<file path="src/rtl/uart_irq_pkg.sv">
package uart_irq_pkg;
  localparam int IRQ_N = 4;
  localparam int LVL_W = 3;
  localparam int IDX_TXWM  = 0;
  localparam int IDX_RXWM  = 1;
  localparam int IDX_TXEMP = 2;
  localparam int IDX_RXOVF = 3;

  localparam logic [1:0] ADDR_STATE  = 2'd0;
  localparam logic [1:0] ADDR_ENABLE = 2'd1;
  localparam logic [1:0] ADDR_FCTRL  = 2'd2;

  localparam logic [LVL_W-1:0] RX_OFF_CODE = '1;

  typedef struct packed {
    logic             txClr;
    logic             rxClr;
    logic             lvlLoad;
    logic [LVL_W-1:0] txLvlNew;
    logic [LVL_W-1:0] rxLvlNew;
  } fifoCmd_t;
endpackage

</file>
<file path="src/rtl/uart_occ_cnt.sv">
module uart_occ_cnt #(
  parameter int DEPTH = 32,
  localparam int CW = $clog2(DEPTH + 1)
) (
  input  logic          clk,
  input  logic          rstN,
  input  logic          clr,
  input  logic          push,
  input  logic          pop,
  output logic [CW-1:0] count
);
  logic isFull, isEmpty, pushOk, popOk;

  assign isFull  = (count == CW'(DEPTH));
  assign isEmpty = (count == '0);
  assign pushOk  = push && !isFull;
  assign popOk   = pop && !isEmpty;

  always_ff @(posedge clk or negedge rstN) begin
    if (!rstN)                  count <= '0;
    else if (clr)               count <= '0;
    else if (pushOk && !popOk)  count <= count + 1'b1;
    else if (popOk && !pushOk)  count <= count - 1'b1;
  end


  occ_bound_chk: assert property (@(posedge clk) disable iff (!rstN)
    count <= CW'(DEPTH));


  occ_clear_chk: assert property (@(posedge clk) disable iff (!rstN)
    clr |=> (count == '0));


  occ_drop_chk: assert property (@(posedge clk) disable iff (!rstN)
    (isFull && push && !pop && !clr) |=> $stable(count));
endmodule

</file>
<file path="src/rtl/uart_irq_dp.sv">
module uart_irq_dp
  import uart_irq_pkg::*;
#(
  parameter int TX_DEPTH = 32,
  parameter int RX_DEPTH = 64,
  localparam int TXC_W = $clog2(TX_DEPTH + 1),
  localparam int RXC_W = $clog2(RX_DEPTH + 1)
) (
  input  logic             clk,
  input  logic             rstN,
  input  fifoCmd_t         cmd,
  input  logic             txPush,
  input  logic             txPop,
  input  logic             rxPush,
  input  logic             rxPop,
  output logic [TXC_W-1:0] txCount,
  output logic [RXC_W-1:0] rxCount,
  output logic [LVL_W-1:0] txLvl,
  output logic [LVL_W-1:0] rxLvl,
  output logic             rxFull,
  output logic [2:0]       statusBits
);
  localparam int TX_CAP = TX_DEPTH / 2;
  localparam int RX_CAP = RX_DEPTH - 2;

  logic [TXC_W-1:0] txThr;
  logic [RXC_W-1:0] rxThr;
  int txPow, rxPow;

  uart_occ_cnt #(.DEPTH(TX_DEPTH)) uTxCnt (
    .clk(clk), .rstN(rstN), .clr(cmd.txClr),
    .push(txPush), .pop(txPop), .count(txCount));

  uart_occ_cnt #(.DEPTH(RX_DEPTH)) uRxCnt (
    .clk(clk), .rstN(rstN), .clr(cmd.rxClr),
    .push(rxPush), .pop(rxPop), .count(rxCount));

  always_ff @(posedge clk or negedge rstN) begin
    if (!rstN) begin
      txLvl <= '0;
      rxLvl <= '0;
    end else if (cmd.lvlLoad) begin
      txLvl <= cmd.txLvlNew;
      rxLvl <= cmd.rxLvlNew;
    end
  end

  always_comb begin
    txPow = 32'd1 << txLvl;
    rxPow = 32'd1 << rxLvl;
    txThr = (txPow > TX_CAP) ? TXC_W'(TX_CAP) : TXC_W'(txPow);
    rxThr = (rxPow > RX_CAP) ? RXC_W'(RX_CAP) : RXC_W'(rxPow);
  end

  assign rxFull = (rxCount == RXC_W'(RX_DEPTH));
  assign statusBits[IDX_TXWM]  = (txCount < txThr);
  assign statusBits[IDX_RXWM]  = (rxLvl != RX_OFF_CODE) && (rxCount >= rxThr);
  assign statusBits[IDX_TXEMP] = (txCount == '0);
endmodule

</file>
<file path="src/rtl/uart_irq_ctl.sv">
module uart_irq_ctl
  import uart_irq_pkg::*;
(
  input  logic             clk,
  input  logic             rstN,
  input  logic [1:0]       regAddr,
  input  logic             regWrEn,
  input  logic [7:0]       regWdata,
  input  logic             rxPush,
  input  logic             rxFull,
  input  logic [2:0]       statusBits,
  input  logic [LVL_W-1:0] txLvl,
  input  logic [LVL_W-1:0] rxLvl,
  output fifoCmd_t         cmd,
  output logic [7:0]       regRdata,
  output logic [IRQ_N-1:0] irq
);
  logic             ctrlWr, stateWr, enWr, ovfEvent, ovfQ;
  logic [IRQ_N-1:0] enQ, intrState;

  assign ctrlWr   = regWrEn && (regAddr == ADDR_FCTRL);
  assign stateWr  = regWrEn && (regAddr == ADDR_STATE);
  assign enWr     = regWrEn && (regAddr == ADDR_ENABLE);
  assign ovfEvent = rxPush && rxFull;

  always_comb begin
    cmd.rxClr    = ctrlWr && regWdata[0];
    cmd.txClr    = ctrlWr && regWdata[1];
    cmd.lvlLoad  = ctrlWr;
    cmd.rxLvlNew = regWdata[4:2];
    cmd.txLvlNew = regWdata[7:5];
  end

  always_ff @(posedge clk or negedge rstN) begin
    if (!rstN) begin
      ovfQ <= 1'b0;
      enQ  <= '0;
    end else begin
      if (ovfEvent)                           ovfQ <= 1'b1;
      else if (stateWr && regWdata[IDX_RXOVF]) ovfQ <= 1'b0;
      if (enWr) enQ <= regWdata[IRQ_N-1:0];
    end
  end

  assign intrState = {ovfQ, statusBits};
  assign irq       = intrState & enQ;

  always_comb begin
    unique case (regAddr)
      ADDR_STATE:  regRdata = {4'b0, intrState};
      ADDR_ENABLE: regRdata = {4'b0, enQ};
      ADDR_FCTRL:  regRdata = {txLvl, rxLvl, 2'b00};
      default:     regRdata = 8'h00;
    endcase
  end


  ovf_latch_chk: assert property (@(posedge clk) disable iff (!rstN)
    ovfEvent |=> intrState[IDX_RXOVF]);


  ovf_hold_chk: assert property (@(posedge clk) disable iff (!rstN)
    (intrState[IDX_RXOVF] && !(stateWr && regWdata[IDX_RXOVF]))
      |=> intrState[IDX_RXOVF]);


  rx_off_chk: assert property (@(posedge clk) disable iff (!rstN)
    (rxLvl == RX_OFF_CODE) |-> !intrState[IDX_RXWM]);


  irq_quiet_chk: assert property (@(posedge clk) disable iff (!rstN)
    (enWr && regWdata[IRQ_N-1:0] == '0) |=> (irq == '0));
endmodule

</file>
<file path="src/rtl/uart_irq_ctrl.sv">
module uart_irq_ctrl
  import uart_irq_pkg::*;
#(
  parameter int TX_DEPTH = 32,
  parameter int RX_DEPTH = 64,
  localparam int TXC_W = $clog2(TX_DEPTH + 1),
  localparam int RXC_W = $clog2(RX_DEPTH + 1)
) (
  input  logic             clk,
  input  logic             rstN,
  input  logic [1:0]       regAddr,
  input  logic             regWrEn,
  input  logic [7:0]       regWdata,
  output logic [7:0]       regRdata,
  input  logic             txPush,
  input  logic             txPop,
  input  logic             rxPush,
  input  logic             rxPop,
  output logic [TXC_W-1:0] txCount,
  output logic [RXC_W-1:0] rxCount,
  output logic [IRQ_N-1:0] irq
);
  fifoCmd_t         cmd;
  logic [LVL_W-1:0] txLvl, rxLvl;
  logic             rxFull;
  logic [2:0]       statusBits;

  uart_irq_dp #(.TX_DEPTH(TX_DEPTH), .RX_DEPTH(RX_DEPTH)) uDp (
    .clk(clk), .rstN(rstN), .cmd(cmd),
    .txPush(txPush), .txPop(txPop), .rxPush(rxPush), .rxPop(rxPop),
    .txCount(txCount), .rxCount(rxCount), .txLvl(txLvl), .rxLvl(rxLvl),
    .rxFull(rxFull), .statusBits(statusBits));

  uart_irq_ctl uCtl (
    .clk(clk), .rstN(rstN), .regAddr(regAddr), .regWrEn(regWrEn),
    .regWdata(regWdata), .rxPush(rxPush), .rxFull(rxFull),
    .statusBits(statusBits), .txLvl(txLvl), .rxLvl(rxLvl),
    .cmd(cmd), .regRdata(regRdata), .irq(irq));
endmodule

</file>
<file path="config.mk">
export PLATFORM = sky130hd
export DESIGN_NAME = uart_irq_ctrl
export DESIGN_NICKNAME = d
export VERILOG_FILES = /design/src/rtl/uart_irq_pkg.sv /design/src/rtl/uart_occ_cnt.sv /design/src/rtl/uart_irq_dp.sv /design/src/rtl/uart_irq_ctl.sv /design/src/rtl/uart_irq_ctrl.sv
export SDC_FILE = /design/constraint.sdc
export NUM_CORES = 1
export LEC_CHECK = 0
export CORE_ASPECT_RATIO = 0.8
export CORE_UTILIZATION = 47
export DETAILED_ROUTE_END_ITERATION = 7
export PLACE_DENSITY_LB_ADDON = 0.25
export SLEW_MARGIN = 25
export SYNTH_ARGS = -nofsm -noshare
export SYNTH_HDL_FRONTEND = slang
export SYNTH_SLANG_ARGS = --single-unit
</file>
<file path="constraint.sdc">
create_clock -name clk -period 2.57 [get_ports clk]
set_input_delay 0.257 -clock clk [delete_from_list [all_inputs] [get_ports clk]]
set_output_delay 0.257 -clock clk [all_outputs]
set_load 0.05 [all_outputs]
</file>
; ---- Word-level counts from Yosys, hierarchy flattened
; Cells that the tools add are included.
[word_totals]
reg_bits = 24
input_bits = 17
ramBits = 0
memories = 0
romBits = 0
latch_bits = 0
[classes]
eq_ne = 5
n_bitwise = 1
n_reduce_logical = 30
shift = 2
n_lt_le_gt_ge = 4
mux = 11
n_div = 0
multipliers = 0
n_addsub = 4
[op_table]
columns = operator, n
row1 = "1-bit by 3-bit << shifter with 32-bit output, first input constant", 2
row2 = "32-bit by 6-bit > comparator with 1-bit output, second input constant", 1
row3 = "32-bit by 7-bit > comparator with 1-bit output, second input constant", 1
row4 = 7-bit 2-to-1 mux, 4
row5 = 6-bit 2-to-1 mux, 4
row6 = 8-bit one-hot mux with 3 select lines, 1
row7 = 1-bit logical AND, 16
row8 = 1-bit logical NOT, 8
row9 = "7-bit by 1-bit adder with 7-bit output, second input constant", 1
row10 = "7-bit == test, second input constant", 1
row11 = 7-bit greater-or-equal comparator, 1
row12 = 7-bit logical NOT, 1
row13 = "7-bit by 1-bit subtractor with 7-bit output, second input constant", 1
row14 = "6-bit by 1-bit adder with 6-bit output, second input constant", 1
row15 = "6-bit == test, second input constant", 1
row16 = 6-bit logical NOT, 1
row17 = 6-bit < comparator, 1
row18 = 3-bit nonzero test, 2
row19 = "6-bit by 1-bit subtractor with 6-bit output, second input constant", 1
row20 = 4-bit bitwise AND, 1
row21 = "3-bit != test, second input constant", 1
row22 = "2-bit by 1-bit == test with 1-bit output, second input constant", 1
row23 = "2-bit == test, second input constant", 1
row24 = 2-bit logical NOT, 1
row25 = other kinds (2), 3

; ---- Logic depth before layout (Yosys ltp)
[depth]
ltp_word = 8
depth_mapped = 11
ltp_nobuf = 10

; ---- Modules after synthesis
; Synthesis repeated with hierarchy kept, for this count alone.
[unflattened]
cells_unflattened = 233
hier_area_um2 = 2167.1
[by_module_without_submodules]
columns = mod, seq_area_each_um2, n_inst, area_each_um2, cells_per_inst
row1 = uart_occ_cnt at uDp.uRxCnt, 175.2, 1, 683.2, 77
row2 = uart_irq_dp, 150.1, 1, 569.3, 64
row3 = uart_occ_cnt at uDp.uTxCnt, 150.1, 1, 478.0, 52
row4 = uart_irq_ctl, 125.1, 1, 436.7, 40

; ---- Worst setup path before layout
; Ideal clock, no wire load.
[synth_path]
path_type = reg2out
from = reg uDp.uTxCnt.count[0]
to = out irq[2]
arrival_ns = 2.934
path_stages_with_launch = 4
slack_ns = -0.621
required_time_ns = 2.313
cell_sequence = dfrtp_1 > or4_1 > buf_2 > nor4b_1
[synth_between]
elab_chain_len = 2
[synth_rtl]
columns = element, line
row1 = from (decl), uart_occ_cnt.sv:10  ; output logic [CW-1:0] count
row2 = from (signal assigned), uart_occ_cnt.sv:22  ; else if (pushOk && !popOk) count <= count + 1'b1;
row3 = from (signal assigned), uart_occ_cnt.sv:23  ; else if (popOk && !pushOk) count <= count - 1'b1;
row4 = 6-bit logical NOT, uart_irq_dp.sv:58  ; assign statusBits[IDX_TXEMP] = (txCount == '0);
row5 = 4-bit bitwise AND, uart_irq_ctl.sv:46  ; assign irq = intrState & enQ;
row6 = to (decl), uart_irq_ctrl.sv:21  ; output logic [IRQ_N-1:0] irq
; Every way passes these cells.

; ---- Final worst setup path
[layout_path]
from = reg uDp.uTxCnt.count[3]
to = out regRdata[0]
[layout_between]
elab_chain_len = 2
[layout_rtl]
columns = element, line
row1 = 6-bit < comparator, uart_irq_dp.sv:56  ; assign statusBits[IDX_TXWM] = (txCount < txThr);
row2 = 8-bit one-hot mux with 3 select lines, uart_irq_ctl.sv:49  ; unique case (regAddr)
row3 = to (decl), uart_irq_ctrl.sv:14  ; output logic [7:0] regRdata,
; Every way passes these cells.

==> impl_metrics.tcl <==
set metrics [dict create \
    status "complete, no violations" \
    grt_overflow 0 \
    drive_above_1_share_pct 30.8 \
    synth_top_area_share_pct 28.8 \
    finalHoldViolCount 0 \
    io_buffers 41 \
    crit_slowest_cell "dfrtp_2" \
    io_pins 42 \
    htreeDepth 1 \
    drv_slew 0 \
    grt_pass1_wl_um 8200 \
    cts_tree "built" \
    grt_setup_unrepaired "yes" \
    grt_util_all_layers_pct 22.8 \
    startpoint "uDp.uTxCnt.count[3]" \
    dieArea_um2 4700 \
    synth_ff_type "dfrtp_1" \
    seqCellArea_um2 613 \
    period_minus_slack_ns 2.52 \
    fin_nets 343 \
    synth.avg_cell_area_um2 8.94 \
    maxCapViolations 0 \
    dr.pass1.iters 4 \
    power-per-cell-area_nw_per_um2 1250 \
    fin_tns_setup_ns 0 \
    cts.sinks 24 \
    start_util_pct 49.6 \
    fin_cells 359 \
    clk_latency_ns 0.26 \
    drtAntennaViolNets 0 \
    synth_cell_types 52 \
    nFillCells 329 \
    first_iter_violations 74 \
    rr_startpoint "uDp.uTxCnt.count[0]" \
    crit_family "compound AO/OA/AOI/OAI gates" \
    synth_seq_cells 24 \
    n_antenna_cell 0 \
    grt_pass1_vias 1794 \
    slowest_delay_ns 0.41 \
    critPathKind "reg2out" \
    synth_edf_count 0 \
    num_rows 21 \
    path_cells "buf_4 > ha_1 > a21o_1 > a21oi_2 > a21boi_1 > or3_1 > a21oi_2 > buf_12" \
    numCtsBuffers 3 \
    vias 1996 \
    yosys_warnings 0 \
    finalSetupViolations 0 \
    required_ns 2.31 \
    fmax_mhz 396 \
    clockBufferDepth 2 \
    cellLeakagePower_nw 1.31 \
    total_power_mw 3.80 \
    synth_area_um2 2080 \
    cts_hold_buf 0 \
    dp.cells 353 \
    worst_path_most_repeated_cell "a21oi_2" \
    dieWidth_um 76.4 \
    fin_worst_skew_ns 0.00296 \
    ys_seq_area_share_pct 28.8 \
    fin_crit_sh_pct 98.2 \
    route.detailed.drc 0 \
    gp_congestion 0.928 \
    hold_class "in2async" \
    wl_um 5480 \
    path_max_fanout 4 \
    via_per_inst 5.56 \
    synth_area_leaders "dfrtp_1 (29%), ha_1 (13%), mux2_2 (5.4%), mux2i_1 (4.3%), nor2_1 (4.3%)" \
    core_area_um2 4200 \
    start_kind "register" \
    clkTransAtPathRegs_ns 0.08 \
    wl_per_cell_um 15.3 \
    multi_input_area_um2 1530 \
    dp_hpwl_um 4260 \
    peakVddDrop_mv 1.03 \
    yosysTopAreaCell "dfrtp_1" \
    cts_root_buf "clkbuf_8" \
    crit_arrival_ns 2.27 \
    endpoint_kind "primary output" \
    die_y_um 61.5 \
    antenna_found_initial 0 \
    cp_num_buf_inv 2 \
    grt_max_degree 25 \
    area_growth_pct 45.6 \
    ys_async_sr_fraction_pct 100 \
    synth_cells 233 \
]
[placed cells by master, fill, tap and decap left out, drive strengths merged, types with 6 or more instances in the layout]
| master | synthesis | final |
|---|---|---|
| o21ai | 13 | 13 |
| inv | 12 | 12 |
| buf | 1 | 41 |
| xnor2 | 6 | 6 |
| a21o | 6 | 6 |
| nand3 | 6 | 6 |
| nor2 | 24 | 24 |
| dfrtp | 24 | 24 |
| a21oi | 12 | 12 |
| nand2 | 16 | 16 |
| ha | 21 | 21 |
| mux2i | 9 | 9 |
| clkdlybuf4s50 | 0 | 30 |
| mux2 | 12 | 12 |
| nor2b | 7 | 7 |
[stage by stage]
stage | area, µm² | hold slack (ns) | setup WS (ns) | util, %
3_5_place_dp | 2900 | 0.517 | 0.0222 | 68.9
4_1_cts | 2950 | 0.362 | 0.00194 | 70.2
6_report | 3030 | 0.346 | 0.0461 | 72.2
3_3_place_gp | 2900 | 0.482 | 0.0742 | 68.9
5_1_grt | 3030 | 0.392 | -0.0865 | 72.2
2_1_floorplan | 2140 | -0.0386 | -0.0657 | -
[logic make-up after synthesis]
kind of cell             share of synthesized area, %
AND/OR/NAND/NOR                                  19.5
AO/OA/AOI/OAI                                    19.6
flip-flops                                       28.8
adder cells (fa/ha/maj)                          14.5
multiplexers                                     11.0
buffers and inverters                            3.48
XOR/XNOR                                         2.94
other                                           0.180
[cells in the mapped netlist (2+ instances only)]
library cell  number
o21ai_0           11
and3_1             3
nor2_1            24
mux2_2            10
o21ai_1            2
nand2_1           16
nand2b_1           3
a21o_1             6
nor2b_1            7
nand4_1            3
xnor2_1            6
ha_1              21
inv_1             11
nand3_1            6
a21oi_1           12
mux2i_1            9
and2_1             5
clkbuf_1           6
nor3_1             4
nand3b_1           4
dfrtp_1           24
a31oi_1            2
a211oi_1           3
fa_1               2
nor3b_1            2
o31ai_1            2
o211ai_1           4
[timing repair]
action	4_1_cts	5_1_grt
resized for setup	1	18
pin swaps	2	4
setup endpoints to repair	1	7
setup buffers	1	1
[worst paths after layout]
check,end,slack [ns],cells past startpoint
worst max-delay path,regRdata[0],0.05,8
worst min-delay path,uDp.uTxCnt.count[0],0.35,2
worst max register to register,uDp.uTxCnt.count[5],0.08,9
worst min register to register,uCtl.enQ[0],0.53,1
max in group asynchronous,uDp.uTxCnt.count[1],1.97,2
min in group clk,uCtl.enQ[0],0.53,1
[layer usage]
metal / track usage, % / wire, µm / vias to the layer above
li1: - / - / 985
met2: 37.8 / 2520 / 48
met5: 0 / 0 / -
met4: 7.42 / 71 / 0
met1: 31.6 / 2700 / 955
met3: 2.81 / 194 / 8
[flip-flops by register name (all words and copies together), names as in the netlist]
name	cells
uCtl.ovfQ	1
uDp.uRxCnt.count	7
uDp.rxLvl	3
uDp.uTxCnt.count	6
uDp.txLvl	3
uCtl.enQ	4
[layout make-up]
type                    instances  share of cell area [%]
well taps                      57                    2.35
flip-flops and latches         24                    20.2
clock buffers                   4                    1.48
repair buffers                 71                    24.2
multi-input cells             191                    50.3
inverters                      12                    1.48
[where the power goes]
part | leakage [nW] | internal (mW) | total, mW | switching, mW
sequential | 0.278 | 0.538 | 0.713 | 0.175
combinational | 1.01 | 1.29 | 2.86 | 1.57
clock | 0.0228 | 0.111 | 0.228 | 0.118
total | 1.31 | 1.94 | 3.80 | 1.86
Power figures use the tool's default switching activity.
